--- config.mk ---
export PLATFORM = sky130hd
export DESIGN_NAME = flash_key_guard
export DESIGN_NICKNAME = d
export VERILOG_FILES = /design/src/rtl/fkg_pkg.sv /design/src/rtl/fkg_key.sv /design/src/rtl/fkg_cmd.sv /design/src/rtl/flash_key_guard.sv
export SDC_FILE = /design/constraint.sdc
export NUM_CORES = 1
export LEC_CHECK = 0
export BUFFER_PORTS_ARGS = -buffer_cell sky130_fd_sc_hd__buf_4
export CORE_MARGIN = 2
export CORE_UTILIZATION = 38
export CTS_BUF_LIST = sky130_fd_sc_hd__clkbuf_4 sky130_fd_sc_hd__clkbuf_8
export DETAILED_ROUTE_END_ITERATION = 6
export GPL_TIMING_DRIVEN = 0
export PLACE_DENSITY = 0.84
export SLEW_MARGIN = 20
export SYNTH_ARGS = -nofsm -noshare
export SYNTH_HDL_FRONTEND = slang
export SYNTH_SLANG_ARGS = --single-unit
--- constraint.sdc ---
create_clock -name clk -period 2.05 [get_ports clk]
set_input_delay 0.1025 -clock clk [delete_from_list [all_inputs] [get_ports clk]]
set_output_delay 0.1025 -clock clk [all_outputs]
set_load 0.02 [all_outputs]
--- src/rtl/fkg_pkg.sv ---
// Package: shared constants and helpers for the flash unlock guard.
// Assumes command codes are CODE_W bits wide with protected codes 1..NPROT.
package fkg_pkg;
    localparam int CODE_W = 4;
    localparam int NPROT  = 4;

    typedef enum logic [CODE_W-1:0] {
        CODE_NOP       = 4'd0,
        CODE_SIGN      = 4'd1,
        CODE_ERASE_PG  = 4'd2,
        CODE_ERASE_ALL = 4'd3,
        CODE_ABORT     = 4'd4
    } cmd_code_e;

    // True when the code names a command that needs the key.
    function automatic logic is_protected(input logic [CODE_W-1:0] c);
        return (c >= CODE_W'(1)) && (c <= CODE_W'(NPROT));
    endfunction
endpackage

--- src/rtl/fkg_key.sv ---
// Module: holds the sticky unlocked flag.
// Assumes key_wr_i and clear_i come from a single-write-per-cycle bus decode;
// a clear always wins over a key write in the same cycle.
module fkg_key #(
    parameter int          DATA_W = 32,
    parameter logic [31:0] UNLOCK = 32'h676C7565
) (
    input  logic              clk,
    input  logic              rst_n,
    input  logic              key_wr_i,
    input  logic [DATA_W-1:0] key_data_i,
    input  logic              clear_i,
    output logic              unlocked_o
);
    logic match;
    assign match = (key_data_i == DATA_W'(UNLOCK));

    // Update the flag: clear on command, else follow a key write.
    always_ff @(posedge clk) begin
        if (!rst_n)        unlocked_o <= 1'b0;
        else if (clear_i)  unlocked_o <= 1'b0;
        else if (key_wr_i) unlocked_o <= match;
    end


    key_rise_chk: assert property (@(posedge clk) disable iff (!rst_n)
        $rose(unlocked_o) |-> $past(key_wr_i && match && !clear_i));

    key_wrong_chk: assert property (@(posedge clk) disable iff (!rst_n)
        (key_wr_i && !match) |=> !unlocked_o);

    key_clear_chk: assert property (@(posedge clk) disable iff (!rst_n)
        clear_i |=> !unlocked_o);

    key_hold_chk: assert property (@(posedge clk) disable iff (!rst_n)
        (!key_wr_i && !clear_i) |=> $stable(unlocked_o));
endmodule

--- src/rtl/fkg_cmd.sv ---
// Module: judges each command write against the unlocked flag and keeps
// the sticky refusal status. Outputs are registered one-cycle pulses.
// Assumes cmd_wr_i and stat_clr_i are never high together.
module fkg_cmd
    import fkg_pkg::*;
(
    input  logic              clk,
    input  logic              rst_n,
    input  logic              cmd_wr_i,
    input  logic [CODE_W-1:0] code_i,
    input  logic              unlocked_i,
    input  logic              stat_clr_i,
    output logic [NPROT-1:0]  grant_o,
    output logic [NPROT-1:0]  refuse_o,
    output logic              fwd_o,
    output logic [CODE_W-1:0] fwd_code_o,
    output logic              refused_flag_o
);
    logic prot;
    logic [NPROT-1:0] grant_d, refuse_d;
    assign prot = is_protected(code_i);

    // One grant and one refusal lane per protected command code.
    for (genvar i = 0; i < NPROT; i++) begin : g_lane
        logic hit;
        assign hit         = cmd_wr_i && (code_i == CODE_W'(i + 1));
        assign grant_d[i]  = hit && unlocked_i;
        assign refuse_d[i] = hit && !unlocked_i;
    end

    // Register the decision pulses and forwarded code.
    always_ff @(posedge clk) begin
        if (!rst_n) begin
            grant_o    <= '0;
            refuse_o   <= '0;
            fwd_o      <= 1'b0;
            fwd_code_o <= '0;
        end else begin
            grant_o    <= grant_d;
            refuse_o   <= refuse_d;
            fwd_o      <= cmd_wr_i && !prot;
            fwd_code_o <= (cmd_wr_i && !prot) ? code_i : '0;
        end
    end

    // Sticky refusal status: set on refusal, cleared by status write.
    always_ff @(posedge clk) begin
        if (!rst_n)            refused_flag_o <= 1'b0;
        else if (|refuse_d)    refused_flag_o <= 1'b1;
        else if (stat_clr_i)   refused_flag_o <= 1'b0;
    end


    grant_onehot_chk: assert property (@(posedge clk) disable iff (!rst_n)
        $onehot0(grant_o) && $onehot0(refuse_o));

    grant_refuse_excl_chk: assert property (@(posedge clk) disable iff (!rst_n)
        (grant_o & refuse_o) == '0);

    grant_needs_key_chk: assert property (@(posedge clk) disable iff (!rst_n)
        (grant_o != '0) |-> $past(unlocked_i && cmd_wr_i));

    refuse_flag_chk: assert property (@(posedge clk) disable iff (!rst_n)
        (refuse_o != '0) |-> refused_flag_o);

    fwd_excl_chk: assert property (@(posedge clk) disable iff (!rst_n)
        fwd_o |-> (grant_o == '0 && refuse_o == '0));

    flag_hold_chk: assert property (@(posedge clk) disable iff (!rst_n)
        (refused_flag_o && !stat_clr_i) |=> refused_flag_o);
endmodule

--- src/rtl/flash_key_guard.sv ---
// Module: top of the flash unlock guard. Decodes the register bus into key,
// command, configuration and status writes and wires the key holder and the
// command judge. Assumes one bus write per cycle at byte addresses.
module flash_key_guard
    import fkg_pkg::*;
#(
    parameter int          ADDR_W    = 8,
    parameter int          DATA_W    = 32,
    parameter logic [31:0] UNLOCK    = 32'h676C7565,
    parameter logic [7:0]  KEY_ADDR  = 8'h20,
    parameter logic [7:0]  CMD_ADDR  = 8'h24,
    parameter logic [7:0]  CFG_ADDR  = 8'h28,
    parameter logic [7:0]  STAT_ADDR = 8'h2C
) (
    input  logic              clk,
    input  logic              rst_n,
    input  logic              bus_wr_i,
    input  logic [ADDR_W-1:0] bus_addr_i,
    input  logic [DATA_W-1:0] bus_wdata_i,
    input  logic              cmd_req_i,
    output logic              unlocked_o,
    output logic [NPROT-1:0]  grant_o,
    output logic [NPROT-1:0]  refuse_o,
    output logic              fwd_o,
    output logic [CODE_W-1:0] fwd_code_o,
    output logic              refused_flag_o,
    output logic              cfg_we_o
);
    logic key_wr, cmd_wr, cfg_wr, stat_clr;

    // Address decode of the single write per cycle.
    always_comb begin
        key_wr   = bus_wr_i && (bus_addr_i == ADDR_W'(KEY_ADDR));
        cmd_wr   = bus_wr_i && (bus_addr_i == ADDR_W'(CMD_ADDR));
        cfg_wr   = bus_wr_i && (bus_addr_i == ADDR_W'(CFG_ADDR));
        stat_clr = bus_wr_i && (bus_addr_i == ADDR_W'(STAT_ADDR)) && bus_wdata_i[0];
    end

    assign cfg_we_o = cfg_wr && unlocked_o;

    fkg_key #(.DATA_W(DATA_W), .UNLOCK(UNLOCK)) u_key (
        .clk        (clk),
        .rst_n      (rst_n),
        .key_wr_i   (key_wr),
        .key_data_i (bus_wdata_i),
        .clear_i    (cmd_wr || cmd_req_i),
        .unlocked_o (unlocked_o)
    );

    fkg_cmd u_cmd (
        .clk            (clk),
        .rst_n          (rst_n),
        .cmd_wr_i       (cmd_wr),
        .code_i         (bus_wdata_i[CODE_W-1:0]),
        .unlocked_i     (unlocked_o),
        .stat_clr_i     (stat_clr),
        .grant_o        (grant_o),
        .refuse_o       (refuse_o),
        .fwd_o          (fwd_o),
        .fwd_code_o     (fwd_code_o),
        .refused_flag_o (refused_flag_o)
    );


    cmd_clears_key_chk: assert property (@(posedge clk) disable iff (!rst_n)
        (bus_wr_i && bus_addr_i == ADDR_W'(CMD_ADDR)) |=> !unlocked_o);

    req_beats_key_chk: assert property (@(posedge clk) disable iff (!rst_n)
        (cmd_req_i && bus_wr_i && bus_addr_i == ADDR_W'(KEY_ADDR)) |=> !unlocked_o);
endmodule

======== Word-level counts from Yosys, hierarchy flattened ========
Index checks and enable logic that the tools add are counted.
operators by class
  $lt $le $gt $ge ......................... 2
  eq/ne operators ......................... 9
  mux-type cells .......................... 2
  bitwise logic cells ..................... 1
  reduce and logical (&&, ||, !) cells .... 27
operator list
  operator                number
  $eq A32 B31 Y1 const B  1
  $eq A8 B6 Y1 const B    4
  $logic_and A1 B1 Y1     20
  $eq A4 B2 Y1 const B    2
  $eq A4 B1 Y1 const B    1
  $eq A4 B3 Y1 const B    1
  $ge A4 B1 Y1 const B    1
  $le A4 B3 Y1 const B    1
  $reduce_or A4 Y1        1
  $logic_not A1 Y1        2
  $mux W1                 2
  $reduce_and A2 Y1       1
  $reduce_bool A2 Y1      1
  $reduce_or A2 Y1        1
  $logic_or A1 B1 Y1      1
  $not A1 Y1              1
word-level totals
  bits in registers ....................... 15
  input bits .............................. 44
  output and inout port bits .............. 16
  word-level logic and storage cells ...... 47

======== Depth between registers and ports, before layout ========
Gate-level depths: netlist of run 1.
  depth after elaboration ................. 6
  gate-level depth with buffers ........... 5
  mapped depth without buffers ............ 4

======== Cells and area by module ========
From an unflattened synthesis of run 1, not the netlist that was laid out.
unflattened totals
  cell total of the unflattened synthesis .. 68
  area total of the unflattened synthesis .. 656.9 um^2
modules (own cells, without submodules)
  module           times used  cells an instance  area an instance (um^2)
  fkg_cmd          1           42                 440.4
  fkg_key          1           15                 141.4
  flash_key_guard  1           11                 75.1

======== Least setup slack after synthesis of run 1 ========
OpenSTA, ideal clock, no wires.
  kind .................................... input-to-reg
  from .................................... input port bus_addr_i[6]
  to ...................................... register u_cmd.refuse_o[3]
  setup time .............................. 0.088 ns
  arrival time ............................ 1.487 ns
  data required time ...................... 1.962 ns
  slack ................................... 0.476 ns
  stages .................................. 5
  path through ............................ or4b_4 > nand4bb_4 > buf_6 > or3b_4 > nor4_4
between the ends
  word-level cells in the longest chain between the ends .. 4
RTL lines
  what                    RTL line               source
  start: declaration      flash_key_guard.sv:18  input logic [ADDR_W-1:0] bus_addr_i,
  $eq A8 B6 Y1            flash_key_guard.sv:34  cmd_wr = bus_wr_i && (bus_addr_i == ADDR_W'(CMD_ADDR));
  $logic_and A1 B1 Y1     flash_key_guard.sv:34
  $logic_and A1 B1 Y1     fkg_cmd.sv:26          assign hit = cmd_wr_i && (code_i == CODE_W'(i + 1));
  $logic_and A1 B1 Y1     fkg_cmd.sv:28          assign refuse_d[i] = hit && !unlocked_i;
  end signal: assignment  fkg_cmd.sv:40          refuse_o <= refuse_d;
  end: declaration        fkg_cmd.sv:14          output logic [NPROT-1:0] refuse_o,
Every way passes these cells.
A chain may end at the register's enable or synchronous reset.

======== Worst setup path in the final report of run 1 ========
  from .................................... register u_key.unlocked_o
  to ...................................... output port cfg_we_o
between the ends
  word-level cells in the longest chain between the ends .. 1
RTL lines
  what                      RTL line               source
  start: declaration        fkg_key.sv:13          output logic unlocked_o
  start signal: assignment  fkg_key.sv:22          else if (key_wr_i) unlocked_o <= match;
  $logic_and A1 B1 Y1       flash_key_guard.sv:39  assign cfg_we_o = cfg_wr && unlocked_o;
  end: declaration          flash_key_guard.sv:27  output logic cfg_we_o
Every way passes these cells.

==> results of run 1 <==
-- cell families (layout without fill, tap and decap cells) --
logic type	count (synthesis)	count (layout)	share of synthesized area
and+or+nand+nor	45	45	0.468
buffers and inverters	4	66	0.0327
xor gates and xnor gates	1	1	0.0127
AOI/OAI and AO/OA	5	5	0.0508
DFF	15	15	0.436
-- critical path: stages (launching register included) --
cell and delay (ns):
dfxtp_1 0.34, buf_1 0.37, and4b_1 0.27, buf_4 0.14
-- state kept, by name (all words and copies together), names as in the netlist --
register              flops
u_cmd.grant_o             4
u_cmd.refuse_o            4
u_cmd.refused_flag_o      1
u_cmd.fwd_o               1
u_key.unlocked_o          1
u_cmd.fwd_code_o          4
-- area by class of cell --
class                      count  share of cell area
clock buffer                   4              0.0253
buffer                         3              0.0158
sequential                    15               0.253
tap                           25              0.0264
inverter                       1             0.00316
multi-input combinational     51               0.309
timing repair buffer          58               0.367
-- power breakdown --
part / leakage [nW] / total [W] / internal [W] / switching, W
sequential: 0.121 / 0.000291 / 0.000291 / 0.0000000249
clock: 0.0184 / 0.000173 / 0.0000887 / 0.0000844
combinational: 0.398 / 0.0000957 / 0.0000641 / 0.0000316
total: 0.537 / 0.000560 / 0.000444 / 0.000116
-- through the flow --
stage / instance area [um2] / utilization / power, W
6_report: 1190 / 0.695 / 0.000560
5_1_grt: 1190 / 0.695 / 0.000580
4_1_cts: 1190 / 0.695 / 0.000562
3_5_place_dp: 1160 / 0.677 / 0.000394
3_3_place_gp: 1160 / 0.677 / 0.000392
2_1_floorplan: 689 / - / 0.000323
-- layout by cell type, fill, tap and decap left out --
cell type  count
nor3b_1        1
inv_1          1
or4_1          1
nand2b_1       1
buf_6          1
or4bb_1        2
a41o_1         1
or4b_4         1
o31ai_1        2
buf_1          1
nand3_1        2
nor4_1         1
clkbuf_1       1
and4b_1        1
nor4_2         1
o21ai_0        1
nand4bb_4      1
dfxtp_1       15
xnor2_1        1
or3b_4         1
nor4b_1        1
nor4_4         1
a21oi_1        1
nor4bb_1       4
nand4b_1       1
nor2_1        12
buf_4         58
nor3_1         4
clkbuf_4       4
and2_1         1
nand4_1        3
nand2_1        5
-- per-layer routing --
metal  GRT usage  routed length (um)  up-vias
met2       0.306                 908       47
met3      0.0314                 188        3
li1            -                   -      387
met1       0.189                 598      336
met4      0.0686                  21        0
met5           0                   0        -
-- worst max-delay path by stage --
| stage | startpoint | end | slack (ns) | depth (start not counted) |
|---|---|---|---|---|
| global route | u_key.unlocked_o | cfg_we_o | 0.47 | 3 |
| CTS | u_key.unlocked_o | cfg_we_o | 0.55 | 3 |
| global placement | bus_addr_i[6] | u_cmd.refuse_o[1] | 0.29 | 5 |
| detailed placement | bus_addr_i[6] | u_cmd.refuse_o[1] | 0.26 | 5 |
| floorplan | bus_addr_i[6] | u_cmd.refuse_o[3] | 0.48 | 5 |
| finish | u_key.unlocked_o | cfg_we_o | 0.55 | 3 |
==> impl_metrics.tcl, run 1 <==
set metrics [dict create \
    antenna_found_initial 0 \
    ant_nets 0 \
    area_growth_pct 72.1 \
    io_buffers 58 \
    yosysTopAreaCell "dfxtp_1" \
    synthArstFlopShare 0 \
    cts_buffers 3 \
    hold_depth 2 \
    drtIter0Drc 14 \
    hold_viol_final 0 \
    netlist.area_leader.share 0.436 \
    ys_top_cells_by_count "15 x dfxtp_1, 12 x nor2_1, 5 x nand2_1, 4 x nor3_1, 4 x nor4bb_1" \
    synth_nets 114 \
    pre_cts_ws_ns 0.258 \
    reg2regPathDepth 3 \
    dp_cells 153 \
    r2r_end "u_key.unlocked_o" \
    drive_above_1_share 0.515 \
    hold_path_class "in2reg" \
    ctsHoldBuffers 0 \
    first_pass_iters 4 \
    vdd_ir_drop_max_uv 260 \
    worst_slack_ns 0.547 \
    drc_errors 0 \
    worst_pin_slew_ns 0.456 \
    root_buffer "clkbuf_4" \
    min-delay-start "bus_wdata_i[3]" \
    multi_input_area_um2 367 \
    critPathRequiredTime_ns 1.95 \
    critPathMaxFanout 9 \
    syn_avg_cell_area_um2 9.85 \
    synth_cells 70 \
    critPathLaunchType "flop" \
    ioPinCount 60 \
    timing.final.crit_share 0.733 \
    fin_skew_ns 0.00258 \
    ys_ff_latch 15 \
    cts_setup_buffers 0 \
    clockBufferDepth 2 \
    period_needed_ns 1.50 \
    slew_headroom 0.696 \
    synth-edff-count 0 \
    place.gp.congestion 0.772 \
    cts_tree "yes" \
    clk_latency_ns 0.28 \
    synth-main-ff-cell "dfxtp_1" \
    die_x_um 46.6 \
    htreeDepth 1 \
    cts.sinks 15 \
    fin_hold_ws_ns 0.0357 \
    stdcell_count 157 \
    grt_first_pass_wirelength_um 2630 \
    routed_via_density 4.92 \
    setup-tns-final_ns 0 \
    netlist_area_um2 689 \
    diodes 0 \
    coreArea_um2 1710 \
    die_h_um 46.6 \
    num_vias 773 \
    grt_start_max_net_pins 10 \
    nets 177 \
    initial_core_util 0.404 \
    slew_violations 0 \
    ys_types 30 \
    outcome "complete, no violations" \
    p_leak_nw 0.537 \
    die_area_um2 2170 \
    post_cts_resized 0 \
    finalWirelength_um 1720 \
    hold_end "u_cmd.refuse_o[3]" \
    dp_hpwl_um 1470 \
    grt_overflow 0 \
    timing.rr.start "u_key.unlocked_o" \
    setup_viol 0 \
    nFillCells 146 \
    register_area_um2 300 \
    endpoint_kind "output port" \
    yosysMostFrequentCell "dfxtp_1" \
    grt_pass1_vias 696 \
    crit_type "reg2out" \
    rsz0062_at_grt "false" \
    fp-row-count 15 \
    reg2reg_slack_ns 0.77 \
    ys_top_cells_by_area "dfxtp_1 44%, nor2_1 6.5%, nor4bb_1 5.8%, nand4bb_4 4.0%, or4bb_1 3.3%" \
    drv_cap 0 \
    power.density_nw_per_um2 472 \
    fmax_ghz 0.665 \
    yosys_warnings 0 \
    wl_per_cell_um 10.9 \
    cp.arrival_ns 1.40 \
    grt_usage 0.168 \
    clk_pin_slew_worst_paths_ns 0.08 \
    synth_seq_area_share 0.436 \
]
(Power assumes the default switching activity.)
==> run 2: changes to the inputs <==
==> constraint.sdc (replaced) <==
create_clock -name clk -period 1.4 [get_ports clk]
set_input_delay 0.07 -clock clk [delete_from_list [all_inputs] [get_ports clk]]
set_output_delay 0.07 -clock clk [all_outputs]
set_load 0.02 [all_outputs]
==> run 2 against run 1 <==
  * Core utilization rose by 1.6 points
  * Largest power group unchanged
  * Clock power rose by 45%
  * Clock-buffer cell count did not move
  * Via count rose by 2.8%
  * Combinational power rose by 55%
  * Design area rose by 2.3%
  * Worst setup slack got worse by 0.50 ns
  * Worst hold slack got worse by 0.016 ns
==> impl_metrics.tcl, run 2 (same netlist as run 1, synthesis figures left out) <==
set metrics [dict create \
    switchingPower_w 0.000172 \
    setup-tns-final_ns 0 \
    finalWirelength_um 1850 \
    hold_viol_final 0 \
    grt_usage 0.184 \
    die_area_um2 2170 \
    fin_skew_ns 0.00490 \
    root_buffer "clkbuf_4" \
    antenna_found_initial 0 \
    critPathMaxStageDelay_ns 0.56 \
    die_h_um 46.6 \
    initial_core_util 0.404 \
    die_x_um 46.6 \
    ioPinCount 60 \
    cts_buffers 3 \
    diodes 0 \
    drv_cap 0 \
    power.density_nw_per_um2 679 \
    slew_violations 0 \
    setup_viol 0 \
    cp.arrival_ns 1.55 \
    grt_first_pass_wirelength_um 2760 \
    wl_per_cell_um 11.8 \
    clkPwrFrac 0.303 \
    min-delay-start "bus_wdata_i[1]" \
    grt_overflow 0 \
    num_vias 795 \
    pre_cts_ws_ns -0.329 \
    p_comb_frac 0.180 \
    drive_above_1_share 0.538 \
    timing.final.crit_share 0.970 \
    stdcell_count 157 \
    outcome "complete, no violations" \
    intPower_w 0.000653 \
    critPathLaunchType "input port" \
    endpoint_kind "flop" \
    final_core_util 0.711 \
    crit_type "in2reg" \
    clk_pin_slew_worst_paths_ns 0.08 \
    drc_errors 0 \
    clk_latency_ns 0.28 \
    nets 177 \
    dp_cells 153 \
    critPathRequiredTime_ns 1.60 \
    cts_tree "yes" \
    p_leak_nw 0.542 \
    timing.rr.start "u_key.unlocked_o" \
    worst_slack_ns 0.0421 \
    nFillCells 140 \
    first_pass_iters 4 \
    fmax_ghz 0.736 \
    cts.sinks 15 \
    drtIter0Drc 10 \
    fin_hold_ws_ns 0.0194 \
    final_common_cell "buf_4" \
    cp_top_family "simple AND/OR/NAND/NOR gates" \
    place.gp.congestion 0.740 \
    grt_pass1_vias 714 \
    slew_headroom 0.701 \
    path_cells "buf_4, or4b_4, nand4bb_4, or3b_4, nor4_4" \
    htreeDepth 1 \
    p_seq_frac 0.517 \
    reg.largest.list "u_cmd.fwd_code_o: 4 flops, u_cmd.grant_o: 4 flops, u_cmd.refuse_o: 4 flops" \
    crit_buf_inv 1 \
    crit_start "bus_addr_i[6]" \
    coreArea_um2 1710 \
    grt_start_max_net_pins 11 \
    vdd_ir_drop_max_uv 347 \
    slowest_stage "or4b_4" \
    rsz0062_at_grt "true" \
    area_growth_pct 76.0 \
    switching_share 0.208 \
    hold_path_class "in2reg" \
    layout_common_cells "59 x buf_4, 15 x dfxtp_1, 12 x nor2_1" \
    ant_nets 0 \
    io_buffers 58 \
    clockBufferDepth 2 \
    fp-row-count 15 \
    period_needed_ns 1.36 \
    worst_pin_slew_ns 0.449 \
    critPathMaxFanout 3 \
    routed_via_density 5.06 \
    dp_hpwl_um 1490 \
]
## run 2: path summary, 6_finish.rpt
kind / endpoint / cells after the start / slack (ns)
worst min-delay path: u_cmd.refuse_o[0] / 2 / 0.02
worst max register to register: u_key.unlocked_o / 2 / 0.25
worst min register to register: u_cmd.refused_flag_o / 3 / 0.56
worst max-delay path: u_cmd.refuse_o[3] / 5 / 0.04
## run 2: routing by layer
metal  wire (um)  global-route usage  part of all wire  up-vias
met3         198              0.0353              0.11        2
met1         674               0.203              0.36      351
li1            -                   -                 -      388
met5           0                   0                 0        -
met2         972               0.333              0.52       54
met4           8              0.0857            0.0043        0
## run 2: power by group through the flow
stage               Sequential (W)  Clock (W)  Combinational, W
finish                    0.000426   0.000250          0.000148
global route              0.000426   0.000272          0.000161
CTS                       0.000426   0.000258          0.000145
detailed placement        0.000436          0          0.000142
global placement          0.000436          0          0.000138
floorplan                 0.000437          0         0.0000360
## run 2: layout make-up
cell class | count | area, um2 | area share
plain buffers | 1 | 3.75 | 0.00309
clock buffers | 4 | 30.0 | 0.0247
inverters | 1 | 3.75 | 0.00309
multi-input cells | 51 | 392 | 0.323
flip-flops and latches | 15 | 300 | 0.247
well taps | 25 | 31.3 | 0.0258
repair buffers | 60 | 453 | 0.373
## run 2: repair_timing
item | CTS | global route
buffers inserted | 0 | 1
endpoints found under the hold margin | 1 | 0
hold buffers | 1 | 0
endpoints found under the setup margin | 3 | 3
resized for setup | 1 | 3
pin swaps | 0 | 1
## run 2: metrics by stage
stage          cell area [um2]  total power (W)
4_1_cts                   1190         0.000829
6_report                  1210         0.000824
2_1_floorplan              689         0.000473
3_5_place_dp              1160         0.000578
3_3_place_gp              1160         0.000575
5_1_grt                   1210         0.000859
==> run 3: changes to the inputs <==
--- a/config.mk
+++ b/config.mk
@@ -5,9 +5,10 @@
 export SDC_FILE = /design/constraint.sdc
 export NUM_CORES = 1
 export LEC_CHECK = 0
+export ABC_CLOCK_PERIOD_IN_PS = 1400
 export BUFFER_PORTS_ARGS = -buffer_cell sky130_fd_sc_hd__buf_4
 export CORE_MARGIN = 2
-export CORE_UTILIZATION = 38
+export CORE_UTILIZATION = 37
 export CTS_BUF_LIST = sky130_fd_sc_hd__clkbuf_4 sky130_fd_sc_hd__clkbuf_8
 export DETAILED_ROUTE_END_ITERATION = 6
 export GPL_TIMING_DRIVEN = 0
@@ -15,4 +16,5 @@
 export SLEW_MARGIN = 20
 export SYNTH_ARGS = -nofsm -noshare
 export SYNTH_HDL_FRONTEND = slang
+export SYNTH_HIERARCHICAL = 1
 export SYNTH_SLANG_ARGS = --single-unit
==> run 3 against run 2 <==
  * Via count fell by 2.9%
  * Worst setup slack got worse by 0.016 ns
  * Clock power fell by 6%
  * Combinational power fell by 3%
  * Critical endpoint is now u_cmd/refused_flag_o
  * Largest cell class unchanged
  * Highest routed layer is now met3
==> impl_metrics.tcl, run 3 <==
set metrics [dict create \
    worst_slack_ns 0.0262 \
    clockBufferDepth 2 \
    ctsHoldBuffers 0 \
    dp_cells 144 \
    nFillCells 124 \
    crit_type "in2reg" \
    clk_latency_ns 0.27 \
    num_vias 772 \
    coreArea_um2 1690 \
    fin_skew_ns 0.000610 \
    io_buffers 59 \
    grt_usage 0.175 \
    min-delay-start "bus_wdata_i[3]" \
    slew_violations 0 \
    critPathRequiredTime_ns 1.61 \
    fmax_ghz 0.728 \
    cts_tree "yes" \
    hold_viol_final 0 \
    reg2reg_slack_ns 0.44 \
    area_growth_pct 81.7 \
    final_common_cell "buf_4" \
    layout_common_cells "59 x buf_4, 15 x dfxtp_1, 11 x nor2_1" \
    grt_overflow 0 \
    setup-tns-final_ns 0 \
    critPathMaxFanout 5 \
    grt_start_max_net_pins 10 \
    power.density_nw_per_um2 673 \
    r2r_end "u_cmd/refused_flag_o" \
    ys_top_cells_by_count "15 x dfxtp_1, 11 x nor2_1" \
    routed_via_density 5.15 \
    wl_per_cell_um 11.9 \
    setup_viol 0 \
    ys_types 26 \
    drv_cap 0 \
    p_leak_nw 0.552 \
    timing.rr.start "u_key/unlocked_o" \
    yosys_warnings 6 \
    slew_headroom 0.784 \
    diodes 0 \
    crit_end "u_cmd/refused_flag_o" \
    pre_cts_ws_ns -0.360 \
    syn_avg_cell_area_um2 9.66 \
    grt_first_pass_wirelength_um 2700 \
    root_buffer "clkbuf_4" \
    die_h_um 46.1 \
    netlist.area_leader.share 0.457 \
    place.gp.congestion 0.760 \
    dp_hpwl_um 1530 \
    crit_start "bus_addr_i[0]" \
    reg.largest.list "u_cmd/fwd_code_o: 4 flops, u_cmd/grant_o: 4 flops, u_cmd/refuse_o: 4 flops" \
    nets 178 \
    synth_nets 112 \
    synth-edff-count 0 \
    cp.arrival_ns 1.59 \
    clk_pin_slew_worst_paths_ns 0.09 \
    yosysTopAreaCell "dfxtp_1" \
    first_pass_iters 3 \
    cts_buffers 3 \
    rsz0062_at_grt "true" \
    fp-row-count 15 \
    drc_errors 0 \
    synthArstFlopShare 0 \
    ys_top_cells_by_area "dfxtp_1 46%, nor2_1 6.3%, nand4b_1 5.3%, nor4bb_1 4.6%, nand3b_1 4.6%" \
    timing.final.crit_share 0.981 \
    antenna_found_initial 0 \
    vdd_ir_drop_max_uv 385 \
    die_x_um 46.1 \
    total_power_w 0.000804 \
    drive_above_1_share 0.549 \
    synth_seq_area_share 0.457 \
    period_needed_ns 1.37 \
    grt_pass1_vias 715 \
    drtIter0Drc 6 \
    critPathLaunchType "input port" \
    yosysMostFrequentCell "dfxtp_1" \
    synth_cells 68 \
    endpoint_kind "flop" \
    finalWirelength_um 1790 \
    fin_hold_ws_ns 0.0646 \
    hold_path_class "in2reg" \
    outcome "complete, no violations" \
    stdcell_count 150 \
    worst_pin_slew_ns 0.324 \
    netlist_area_um2 657 \
    ant_nets 0 \
    ioPinCount 60 \
    die_area_um2 2130 \
    synth-main-ff-cell "dfxtp_1" \
    cts.sinks 15 \
    htreeDepth 1 \
    initial_core_util 0.389 \
    reg2regPathDepth 2 \
    ys_ff_latch 15 \
]
-- run 3: cell count changes after synthesis, moves of 2 or more --
cell,delta
nand3b_1,+4
nand4b_1,+3
o2111a_1,+2
o31ai_1,-2
o31ai_2,+2
or4bb_1,-2
-- run 3: what timing repair did --
action                                  in CTS  in global routing
endpoints found under the setup margin       2                  3
resized for setup                            2                  2
setup buffers                                1                  1
pin swaps                                    3                  0
-- run 3: how the worst min path moves through the flow --
stage                  endpoint  cells after the start  slack, ns
CTS                 u_cmd/fwd_o                      2       0.06
global placement    u_cmd/fwd_o                      2       0.35
floorplan           u_cmd/fwd_o                      1       0.20
detailed placement  u_cmd/fwd_o                      2       0.34
finish              u_cmd/fwd_o                      2       0.06
global route        u_cmd/fwd_o                      2       0.06
-- run 3: area by class of cell --
cell class / instances / area (um2) / share of cell area
Buffer: 1 / 3.75 / 0.00314
Sequential cell: 15 / 300 / 0.252
Timing Repair Buffer: 61 / 465 / 0.390
Inverter: 2 / 7.51 / 0.00629
Clock inverter: 1 / 5.00 / 0.00419
Clock buffer: 3 / 22.5 / 0.0189
Tap cell: 17 / 21.3 / 0.0178
Multi-Input combinational cell: 50 / 368 / 0.308
-- run 3: cell families after synthesis --
group,count (synthesis),synth area share
xor gates and xnor gates,1,0.0133
and+or+nand+nor,42,0.410
DFF,15,0.457
buffers and inverters,3,0.0171
AOI/OAI and AO/OA,7,0.103
-- run 3: worst max-delay path, cell delays in order --
cell	delay, ns
buf_6	0.09
or4_4	0.57
nor3_4	0.27
nand2_2	0.09
or3_4	0.37
o21ai_1	0.13
-- run 3: metal layers --
| metal | up-vias | global-route usage | routed length [um] |
|---|---|---|---|
| met4 | 0 | 0.0343 | 0 |
| met1 | 346 | 0.188 | 678 |
| met3 | 0 | 0.0471 | 157 |
| met2 | 43 | 0.336 | 950 |
| li1 | 383 | - | - |
| met5 | - | 0 | 0 |
-- run 3: where the power goes --
part | internal (W) | total (W) | switching (W)
sequential | 0.000426 | 0.000426 | 0.0000000368
clock | 0.000106 | 0.000234 | 0.000129
combinational | 0.0000952 | 0.000143 | 0.0000477
total | 0.000627 | 0.000804 | 0.000176
-- run 3: metrics by stage --
| stage | cell area, um2 | utilization |
|---|---|---|
| floorplan | 668 | - |
| global placement | 1130 | 0.670 |
| detailed placement | 1130 | 0.670 |
| CTS | 1180 | 0.698 |
| global route | 1190 | 0.707 |
| finish | 1190 | 0.707 |
